[src/rtl/issue_seq.sv]
`timescale 1ns/1ps
module issue_seq #(
  parameter int WORD_W = 24,
  parameter int TAG_W  = 8,
  parameter int PTR_W  = 16,
  parameter int CYC1   = 2,
  parameter int CYC2   = 3,
  parameter int CYC3   = 3
) (
  input  logic              clk,
  input  logic              rst,
  input  logic              fetch_valid,
  input  logic [WORD_W-1:0] fetch_word,
  input  logic              is_dword,
  input  logic              is_skip,
  input  logic              cond_true,
  input  logic              pc_change,
  input  logic [1:0]        mc_class,
  input  logic              next_dword,
  output logic              issue_valid,
  output logic              nop_insert,
  output logic [1:0]        word_consume,
  output logic              busy,
  output logic [PTR_W-1:0]  word_ptr
);
  localparam int CNT_W = 2;

  logic [CNT_W-1:0] cnt;
  logic             cont;
  logic [CNT_W-1:0] total;
  logic [1:0]       words;

  wire accept  = fetch_valid && (cnt == '0);
  wire is_fill = (fetch_word[WORD_W-1 -: TAG_W] == '0);

  always_comb begin
    total = CNT_W'(1);
    words = 2'd1;
    if (is_fill) begin
      total = CNT_W'(1);
    end else if (is_dword) begin
      total = CNT_W'(2);
      words = 2'd2;
    end else if (mc_class != 2'b00) begin
      case (mc_class)
        2'b01:   total = CNT_W'(CYC1);
        2'b10:   total = CNT_W'(CYC2);
        default: total = CNT_W'(CYC3);
      endcase
    end else if (is_skip) begin
      total = cond_true ? (next_dword ? CNT_W'(3) : CNT_W'(2)) : CNT_W'(1);
      words = 2'(total);
    end else if (cond_true || pc_change) begin
      total = CNT_W'(2);
    end
  end

  assign issue_valid  = accept && !is_fill;
  assign nop_insert   = (accept && is_fill) || ((cnt != '0) && !cont);
  assign word_consume = accept ? words : 2'd0;
  assign busy         = (cnt != '0);

  always_ff @(posedge clk) begin
    if (rst) begin
      cnt      <= '0;
      cont     <= 1'b0;
      word_ptr <= '0;
    end else begin
      word_ptr <= word_ptr + PTR_W'(word_consume);
      if (accept) begin
        cnt  <= total - CNT_W'(1);
        cont <= is_dword && !is_fill;
      end else if (cnt != '0) begin
        cnt <= cnt - CNT_W'(1);
      end
    end
  end


  reset_clear_chk: assert property (@(posedge clk) $past(rst) |-> (word_ptr == '0) && !busy);


  issue_nop_excl_chk: assert property (@(posedge clk) disable iff (rst) !(issue_valid && nop_insert));


  busy_hold_chk: assert property (@(posedge clk) disable iff (rst)
    busy |-> !issue_valid && (word_consume == 2'd0));


  dword_cont_chk: assert property (@(posedge clk) disable iff (rst)
    (issue_valid && is_dword) |=> busy && !nop_insert && !issue_valid);


  skip_bubble_chk: assert property (@(posedge clk) disable iff (rst)
    (issue_valid && !is_dword && mc_class == 2'b00 && is_skip && cond_true) |=> busy && nop_insert);


  fill_word_chk: assert property (@(posedge clk) disable iff (rst)
    (fetch_valid && !busy && fetch_word[WORD_W-1 -: TAG_W] == '0) |-> nop_insert && !issue_valid && word_consume == 2'd1);
endmodule

[config.mk]
export PLATFORM = sky130hd
export DESIGN_NAME = issue_seq
export DESIGN_NICKNAME = d
export VERILOG_FILES = /design/src/rtl/issue_seq.sv
export SDC_FILE = /design/constraint.sdc
export NUM_CORES = 1
export LEC_CHECK = 0
export ABC_AREA = 1
export BUFFER_PORTS_ARGS = -buffer_cell sky130_fd_sc_hd__buf_2
export CORE_UTILIZATION = 48
export CTS_CLUSTER_DIAMETER = 200
export DETAILED_ROUTE_END_ITERATION = 10
export GPL_TIMING_DRIVEN = 0
export PLACE_DENSITY = 0.84
export SLEW_MARGIN = 5
export SYNTH_ARGS = -nofsm -noshare
export SYNTH_HDL_FRONTEND = slang
export SYNTH_SLANG_ARGS = --single-unit
[constraint.sdc]
create_clock -name clk -period 4.34 [get_ports clk]
set_clock_uncertainty 0.15 [all_clocks]
set_input_delay 0.868 -clock clk [delete_from_list [all_inputs] [get_ports clk]]
set_output_delay 0.868 -clock clk [all_outputs]
set_load 0.01 [all_outputs]
==> results of run 1 <==
-- logic make-up (layout without fill, tap and decap cells) --
family | after synthesis | count (layout)
xor gates and xnor gates | 2 | 2
and+or+nand+nor | 88 | 88
adders and majority gates | 3 | 3
buffers and inverters | 30 | 72
DFF | 19 | 19
AOI/OAI and AO/OA | 25 | 25
-- worst max path at each step --
stage	from	endpoint	slack, ns	cells past startpoint
2_1_floorplan	fetch_word[18]	word_ptr[14]	1.48	14
3_3_place_gp	fetch_word[16]	word_ptr[10]	1.34	15
3_5_place_dp	fetch_word[16]	word_ptr[14]	1.30	15
4_1_cts	fetch_word[17]	word_consume[1]	1.60	6
5_1_grt	fetch_word[16]	word_ptr[14]	1.35	14
6_report	fetch_word[17]	word_consume[1]	1.61	6
-- area by class of cell --
cell class	instances	area, um2	area share [%]
Inverter	29	108.9	7.967
Sequential cell	19	380.4	27.84
Multi-Input combinational cell	118	621.8	45.51
Clock buffer	4	26.28	1.923
Timing Repair Buffer	38	190.2	13.92
Buffer	1	3.754	0.2747
Tap cell	28	35.03	2.564
-- state kept, by name, indices dropped and copies added (netlist names) --
signal / count
word_ptr: 16
cont: 1
cnt: 2
-- metrics by stage --
step	cells	hold slack [ns]	total power [W]
after floorplan	167	0.2954	0.0002232
after global placement	233	0.3086	0.0002466
after detailed placement	233	0.3192	0.0002487
after CTS	237	0.3351	0.0003354
after global routing	237	0.3684	0.0003527
final	237	0.3344	0.0003324
-- power by group through the flow --
| stage | Combinational [W] | Sequential, W | Clock [W] |
|---|---|---|---|
| floorplan | 0.0000349 | 0.000188 | 0 |
| global placement | 0.0000594 | 0.000187 | 0 |
| detailed placement | 0.0000612 | 0.000187 | 0 |
| CTS | 0.0000614 | 0.000183 | 0.0000905 |
| global route | 0.0000715 | 0.000184 | 0.0000970 |
| finish | 0.0000609 | 0.000183 | 0.0000880 |
-- cells in the mapped netlist (3+ instances only) --
cell type  number
nand4_1         3
nand2_1        35
nand3_1         8
a21oi_1        12
o21ai_1         4
inv_2           4
inv_1          25
nand2_2         4
nor2_1         25
dfxtp_1        19
-- critical path, cell delays in order --
cell     delay (ns)
buf_2          0.10
nor2_1         0.09
nand2_1        0.05
o21ai_1        0.30
nor2_1         0.13
buf_2          0.16
-- per-layer routing --
| layer | vias up | global-route usage [%] |
|---|---|---|
| li1 | 615 | - |
| met1 | 511 | 27.02 |
| met2 | 33 | 36.89 |
| met3 | 4 | 3.030 |
| met4 | 0 | 5.714 |
| met5 | - | 0 |
==> results.md, run 1 <==
* CP arrival at 1.72 ns
* Post-Syn Area at 0.001115 mm2
* Synthesized instance count at 167
* Max IR drop VDD at 0.1473 mV
* Fin crit period at 2.734 ns
* XOR/XNOR Fraction of Synth Area at 1.571%
* # rows at 17
* Complex-gate fraction of the synthesized area at 12.46%
* Post-synthesis register bit count at 19
* Post-route ant nets at 0
* Maxcap violations at 0
* Clk sinks at 19
* Wire length on met2 at 1042 um
* Routability Congestion at 0.8404
* Hold path start: cont
* 1st-iter DRT viols at 32
* Area grow syn2layout at 22.56%
* Initial antenna violation count at 0
* Comb pwr share at 18.3%
* Post-Place Worst Slack at 1.295 ns
* RSZ-0062 raised after global routing: false
* Pin count of the biggest net entering global routing at 11
* DRC Markers at 0
* Highest routed layer: met4
* Setup bufs post-CTS at 0
* Worst Setup Start Kind: input port
* Die area at 0.002519 mm2
* Avg WL per Cell at 9.700 um
* Layout cells sized above 1 at 27.27%
* Post-synthesis mux area share at 0%
* Post-DP HPWL at 1873 um
* Most common cell after layout, fill and taps aside: buf_2
* Initial Util at 50.89%
* Vias per cell at 4.907
* Crit Reg-Reg Startpoint: cnt[0]
* Met1 wire length at 1112 um
* CP endpoint kind: output port
* H-tree levels at 1
* Clock Latency Late Sink at 0.29 ns
* Met3 Wirelength at 113 um
* Hold Crit Depth at 2
* Synth Area in Adders at 4.040%
* # resized after CTS at 0
* Final Cycle Share at 62.99%
* # port buffers at 38
* Crit path max fanout at 4
* Crit Reg-Reg Endpoint: word_ptr[14]
* Most frequent cells in the layout: buf_2, nand2_1, nor2_1, inv_1, dfxtp_1
* WL final at 2299 um
* Clock power share at 26.5%
* CTS Buf Count at 3
* Reg-to-reg setup timing slack at 1.79 ns
* Placed Area at 0.001340 mm2
* # fillers at 221
* HP Class: reg -> reg
* CORE AREA at 0.002191 mm2
* Final #Nets at 247
* Async set or reset register ratio after synthesis at 0%
* Syn_area_per_cell at 6.676 um2
* Top Ports at 55
* Leakage at 0.6568 nW
* ANT cells at 0
* Main combinational cell family by area after synthesis: simple AND/OR/NAND/NOR gates
* Fmax at 0.3658 GHz
* Die Height at 50.19 um
* Synth top area cells: dfxtp_1, nand2_1, inv_1
* Number of detailed-route iterations in the first pass at 4
* Switching Share at 27.51%
* Vias in the first global route at 1,041
* Area share of the largest cell type after synthesis at 34.12%
* Root buf cell: clkbuf_4
* Clk slew on worst S/H paths at 0.10 ns
* First-pass GRT wire length at 4202 um
* Post-CTS Hold Fix Bufs at 0
* Data required time of the critical path at 3.32 ns
* Most used flip-flop cell after synthesis: dfxtp_1
* Pwr dens at 243.3 mW/mm2
* # setup viols final at 0
* Register share of total power at 55.2%
* Cell taking the most area after synthesis: dfxtp_1
* Warnings from Yosys at 0
* Sum Neg Setup Slack at 0 ns
* GRT overflow at 0
* Hold Crit Endpoint: cont
* Die Span X at 50.19 um
* Overall Global Routing Usage at 21.21%
* Synth Area in Simple Gates at 37.71%
* Final Instance Area at 0.001366 mm2
* Synth cell types at 29
* Number of synthesized flops with an enable pin at 0
* Post-synth net total at 204
* Internal Power at 0.0002410 W
* TritonCTS clock tree: built
* Final Core Density at 62.36%
* Sequential area share after synthesis at 34.12%
* Max_slew headroom at 67.88%
* Setup Crit Path Kind: in -> out
* Sw power at 0.00009143 W
* Via count at 1,163
* Clk buf depth at 2
* Measured slew at the worst slew-check pin at 0.4817 ns
* Worst r2r path cells at 12
* Final Max Tran Viols at 0
* Final hold violations at 0
* Status: finished clean
* Setup ws final at 1.606 ns
No activity file was read; power rests on OpenSTA's default activity.
==> inputs of run 2 (changes only) <==
- CORE_UTILIZATION: 48 -> 41
- PLACE_DENSITY: 0.84 -> 0.77
- clock period: 4.34 -> 2.5 ns (I/O delays scaled with it)
==> results.md, run 2 (synthesis results as in run 1) <==
* Multi-input logic area at 655.6 um2 (+5.4%)
* Setup Crit Path Kind: in -> reg
* CORE AREA at 0.002522 mm2 (+15%)
* Status: finished clean
* Post-DP HPWL at 1885 um (+0.62%)
* Routability Congestion at 0.8622 (+2.6%)
* Vias per cell at 4.817 (-1.8%)
* H-tree levels at 1 (unchanged)
* Die Height at 54.15 um (+7.9%)
* Register share of total power at 53.2% (-2.0 points)
* Hold path start: rst
* Final Max Tran Viols at 0 (unchanged)
* Largest regs: word_ptr (16), cnt (2), cont (1)
* Max IR drop VDD at 0.2130 mV (+45%)
* Via count at 1,161 (-0.17%)
* CP endpoint kind: flop
* Crit path max fanout at 3 (-1)
* Root buf cell: clkbuf_4
* Initial antenna violation count at 0 (unchanged)
* Top Ports at 55 (unchanged)
* WL final at 2428 um (+5.6%)
* HP Class: in -> reg
* # port buffers at 38 (unchanged)
* TritonCTS clock tree: built
* Final Cycle Share at 90.30%
* Sequential cell area at 380.4 um2 (unchanged)
* Die Span X at 54.15 um (+7.9%)
* Switching Share at 29.15% (+1.6 points)
* Maxcap violations at 0 (unchanged)
* Number of detailed-route iterations in the first pass at 4 (unchanged)
* Clk slew on worst S/H paths at 0.11 ns (about the same)
* Overall Global Routing Usage at 18.50% (-2.7 points)
* Initial Util at 44.20% (-6.7 points)
* Max_slew headroom at 67.31% (-0.57 points)
* Die area at 0.002932 mm2 (+16%)
* Fin crit period at 2.258 ns
* First-pass GRT wire length at 3953 um (-5.9%)
* Crit Reg-Reg Startpoint: cnt[0]
* Post-route ant nets at 0 (unchanged)
* # rows at 18 (+1)
* Most frequent cells in the layout: buf_2, nand2_1, inv_1, nor2_1, dfxtp_1
* CP startpoint: fetch_word[16]
* Post-CTS Hold Fix Bufs at 0 (unchanged)
* Clock power share at 27.3% (+0.8 points)
* Pwr dens at 424.1 mW/mm2 (+74%)
* Measured slew at the worst slew-check pin at 0.4903 ns (+0.008601 ns)
* Post-Place Worst Slack at -0.1757 ns (-1.471 ns)
* Setup ws final at 0.2424 ns (-1.364 ns)
* Largest register FFs at 16 (unchanged)
* Area grow syn2layout at 27.16%
* Internal Power at 0.0004260 W (+77%)
* Most common cell after layout, fill and taps aside: buf_2
* 1st-iter DRT viols at 18 (-44%)
* # setup viols final at 0 (unchanged)
* Final Core Density at 56.20% (-6.2 points)
* CTS Buf Count at 3 (unchanged)
* CP arrival at 2.32 ns (+0.60 ns)
* Clock Latency Late Sink at 0.31 ns (+0.02 ns)
* RSZ-0062 raised after global routing: false
* Clk sinks at 19 (unchanged)
* Comb pwr share at 19.4% (+1.1 points)
* Final hold violations at 0 (unchanged)
* Worst Setup Start Kind: input port
* Avg WL per Cell at 10.07 um (+3.9%)
* Register with the most flip-flops: word_ptr
* Clk buf depth at 2 (unchanged)
* DRC Markers at 0 (unchanged)
* Pwr Total at 0.0006012 W (+81%)
* Data required time of the critical path at 2.57 ns (-0.75 ns)
* Final #Nets at 249 (+0.81%)
* # fillers at 267 (+21%)
* Fmax at 0.4429 GHz
* Pin count of the biggest net entering global routing at 11 (unchanged)
* GRT overflow at 0 (unchanged)
* Layout cells sized above 1 at 32.23% (+5.0 points)
* Sw power at 0.0001753 W (+92%)
* Leakage at 0.6837 nW (+4.1%)
* Vias in the first global route at 976 (-6.2%)
* ANT cells at 0 (unchanged)
-- run 2: timing repair --
item | 4_1_cts | 5_1_grt
setup endpoints to repair | 4 | 5
pin swaps | 0 | 5
setup buffers | 0 | 2
resized for setup | 1 | 10
-- run 2: cell type report --
class                           instances  area share [%]
Timing Repair Buffer                   40           14.47
Sequential cell                        19           26.83
Clock buffer                            4           1.853
Buffer                                  1          0.2648
Tap cell                               30           2.648
Multi-Input combinational cell        118           46.25
Inverter                               29           7.679
-- run 2: metrics by stage --
step | hold WS [ns] | std cells | cell area (um2) | setup TNS (ns)
floorplan | 0.2954 | 167 | 1115 | 0
global route | 0.2389 | 241 | 1418 | 0
finish | 0.2288 | 241 | 1418 | 0
CTS | 0.2383 | 239 | 1371 | 0
detailed placement | 0.3232 | 235 | 1343 | -0.7053
global placement | 0.3087 | 235 | 1343 | -0.5822
-- run 2: power groups by stage --
| stage | Sequential [W] | Combinational [W] | Clock, W |
|---|---|---|---|
| final | 0.000320 | 0.000117 | 0.000164 |
| after global routing | 0.000322 | 0.000134 | 0.000171 |
| after CTS | 0.000318 | 0.000107 | 0.000161 |
| after detailed placement | 0.000325 | 0.000106 | 0 |
| after global placement | 0.000325 | 0.000103 | 0 |
| after floorplan | 0.000327 | 0.0000606 | 0 |
-- run 2: worst max-delay path, cell delays in order --
cell and delay [ns]:
buf_2 0.10, inv_1 0.04, nand2_1 0.04, nor2_1 0.10, nand2_1 0.11, a21oi_2 0.18, ha_2 0.20, inv_1 0.06
fa_2 0.37, nor2_2 0.19, nand2_1 0.10, inv_1 0.08, nand2_1 0.07, o21ai_1 0.13, nor2_1 0.06
-- run 2: worst paths after layout --
kind             endpoint  slack, ns  cells past startpoint
max          word_ptr[10]       0.24                     15
min           word_ptr[4]       0.23                      2
max reg2reg  word_ptr[10]       0.25                     13
min reg2reg          cont       0.33                      2
-- run 2: metal layers --
| layer | GRT usage [%] | wire length [um] | vias up |
|---|---|---|---|
| met5 | 0 | 0 | - |
| met4 | 6.410 | 53 | 0 |
| met3 | 2.542 | 113 | 5 |
| met2 | 30.69 | 1131 | 29 |
| met1 | 24.16 | 1129 | 513 |
| li1 | - | - | 614 |
==> inputs of run 3 (changes only) <==
--- a/constraint.sdc
+++ b/constraint.sdc
@@ -4,2 +4,2 @@
 set_output_delay 0.5 -clock clk [all_outputs]
-set_load 0.01 [all_outputs]
+set_load 0.1 [all_outputs]
==> results.md, run 3 (synthesis results as in run 1) <==
* # port buffers at 38 (unchanged)
* Fin crit period at 2.281 ns (+0.02319 ns)
* Clk sinks at 19 (unchanged)
* Final Cycle Share at 91.23% (+0.93 points)
* Largest regs: word_ptr (16), cnt (2), cont (1)
* Highest routed layer: met4
* Pwr dens at 479.6 mW/mm2 (+13%)
* Layout cells sized above 1 at 36.36% (+4.1 points)
* Maxcap violations at 0 (unchanged)
* CP startpoint: cnt[0]
* Avg WL per Cell at 9.703 um (-3.7%)
* Setup Crit Path Kind: reg -> reg
* Met3 Wirelength at 130 um (+15%)
* Largest register FFs at 16 (unchanged)
* Overall Global Routing Usage at 19.19% (+0.68 points)
* Wire length on met2 at 1034 um (-8.6%)
* Die Span X at 54.15 um (unchanged)
* Worst r2r path cells at 13 (unchanged)
* H-tree levels at 1 (unchanged)
* Critical path destination: word_ptr[10]
* # rows at 18 (unchanged)
* Final #Nets at 247 (-0.80%)
* Final Max Tran Viols at 0 (unchanged)
* Met1 wire length at 1132 um (+0.27%)
* Placed Area at 0.001434 mm2 (+6.8%)
* GRT overflow at 0 (unchanged)
* Area grow syn2layout at 31.99%
* Pin count of the biggest net entering global routing at 11 (unchanged)
* # fillers at 248 (-7.1%)
* Internal Power at 0.0004293 W (+0.79%)
* ANT cells at 0 (unchanged)
* CP arrival at 2.33 ns (about the same)
* Final hold violations at 0 (unchanged)
* Clk slew on worst S/H paths at 0.11 ns (about the same)
* Via count at 1,118 (-3.7%)
* Final Core Density at 58.33% (+2.1 points)
* Die area at 0.002932 mm2 (unchanged)
* Number of detailed-route iterations in the first pass at 4 (unchanged)
* DRC Markers at 0 (unchanged)
* Top Ports at 55 (unchanged)
* Root buf cell: clkbuf_4
* Crit Reg-Reg Startpoint: cnt[0]
* Reg-to-reg setup timing slack at 0.22 ns (-0.03 ns)
* 1st-iter DRT viols at 16 (-2)
* Leakage at 0.6725 nW (-1.6%)
* Comb pwr share at 32.7% (+13 points)
* Switching Share at 39.17% (+10 points)
* Clock power share at 21.8% (-5.5 points)
* Status: finished clean
* Initial Util at 44.20% (unchanged)
* Routability Congestion at 0.8223 (-4.6%)
* Register with the most flip-flops: word_ptr
* TritonCTS clock tree: built
* Worst Setup Start Kind: flop
* Initial antenna violation count at 0 (unchanged)
* # setup viols final at 0 (unchanged)
* Most common cell after layout, fill and taps aside: buf_2
* Setup bufs post-CTS at 0 (unchanged)
* Measured slew at the worst slew-check pin at 0.5077 ns (+0.01734 ns)
* Vias per cell at 4.678 (-2.9%)
* Max_slew headroom at 66.15% (-1.2 points)
* Crit Reg-Reg Endpoint: word_ptr[10]
* Clk buf depth at 2 (unchanged)
* Die Height at 54.15 um (unchanged)
* Final Instance Area at 0.001471 mm2 (+3.8%)
* Sum Neg Setup Slack at 0 ns (unchanged)
* Most frequent cells in the layout: buf_2, nand2_1, nor2_1, dfxtp_1, inv_1
* Fmax at 0.4384 GHz (-1.0%)
* Post-DP HPWL at 1907 um (+1.1%)
* WL final at 2319 um (-4.5%)
* Register share of total power at 45.5% (-7.7 points)
* Clock Latency Late Sink at 0.30 ns (about the same)
* Post-route ant nets at 0 (unchanged)
* Crit path max fanout at 4 (+1)
* CP endpoint kind: flop
* Data required time of the critical path at 2.54 ns (-0.03 ns)
* Sw power at 0.0002764 W (+58%)
* Max IR drop VDD at 0.3493 mV (+64%)
* Vias in the first global route at 993 (+1.7%)
* CORE AREA at 0.002522 mm2 (unchanged)
* HP Class: in -> reg
* CTS Buf Count at 3 (unchanged)
* First-pass GRT wire length at 4077 um (+3.1%)
[run 3: how the worst min path moves through the flow]
stage,from,to,slack [ns],depth (start not counted)
CTS,rst,word_ptr[4],0.24,2
floorplan,cont,cont,0.31,2
global route,rst,word_ptr[4],0.24,2
detailed placement,word_ptr[14],word_ptr[14],0.32,2
finish,rst,word_ptr[4],0.24,2
global placement,word_ptr[14],word_ptr[14],0.31,2
[run 3: power by group through the flow]
stage               Sequential (W)  Combinational [W]  Clock, W
global route              0.000323           0.000250  0.000169
detailed placement        0.000328           0.000229         0
finish                    0.000321           0.000231  0.000154
global placement          0.000328           0.000226         0
floorplan                 0.000364           0.000145         0
CTS                       0.000321           0.000232  0.000159
[run 3: cell type report]
type                    count  area, um2  share of cell area, %
repair buffers             38      192.7                  13.10
plain buffers               1      3.754                 0.2551
well taps                  30      37.54                  2.551
flip-flops and latches     19      380.4                  25.85
inverters                  29      121.4                  8.248
clock buffers               4      26.28                  1.786
multi-input cells         118      709.4                  48.21
[run 3: through the flow]
step,cells,hold WS (ns),setup WS (ns),total power (W)
global route,239,0.2413,-0.008072,0.0007422
detailed placement,235,0.3195,-0.03103,0.0005574
finish,239,0.2412,0.2192,0.0007057
CTS,239,0.2387,0.03523,0.0007115
floorplan,167,0.3068,-0.3354,0.0005099
global placement,235,0.3114,-0.001293,0.0005542
[run 3: critical path: stages (launching register included)]
cell and delay (ns):
dfxtp_1 0.33, nor2_2 0.18, nand2_2 0.13, inv_2 0.09, o21ai_2 0.10, nor2_4 0.16, inv_2 0.05, fa_2 0.43
nor2_4 0.13, nand2_1 0.09, inv_1 0.08, nand2_1 0.07, o21ai_1 0.14, nor2_1 0.06
[run 3: metal layers]
layer / global-route usage [%] / vias to the layer above
li1: - / 614
met1: 24.49 / 471
met2: 31.91 / 31
met3: 5.367 / 2
met4: 3.846 / 0
met5: 0 / -
[run 3: timing repair]
| item | CTS | global route |
|---|---|---|
| hold buffers | 0 | 0 |
| resized for setup | 2 | 2 |
| setup endpoints to repair | 2 | 7 |
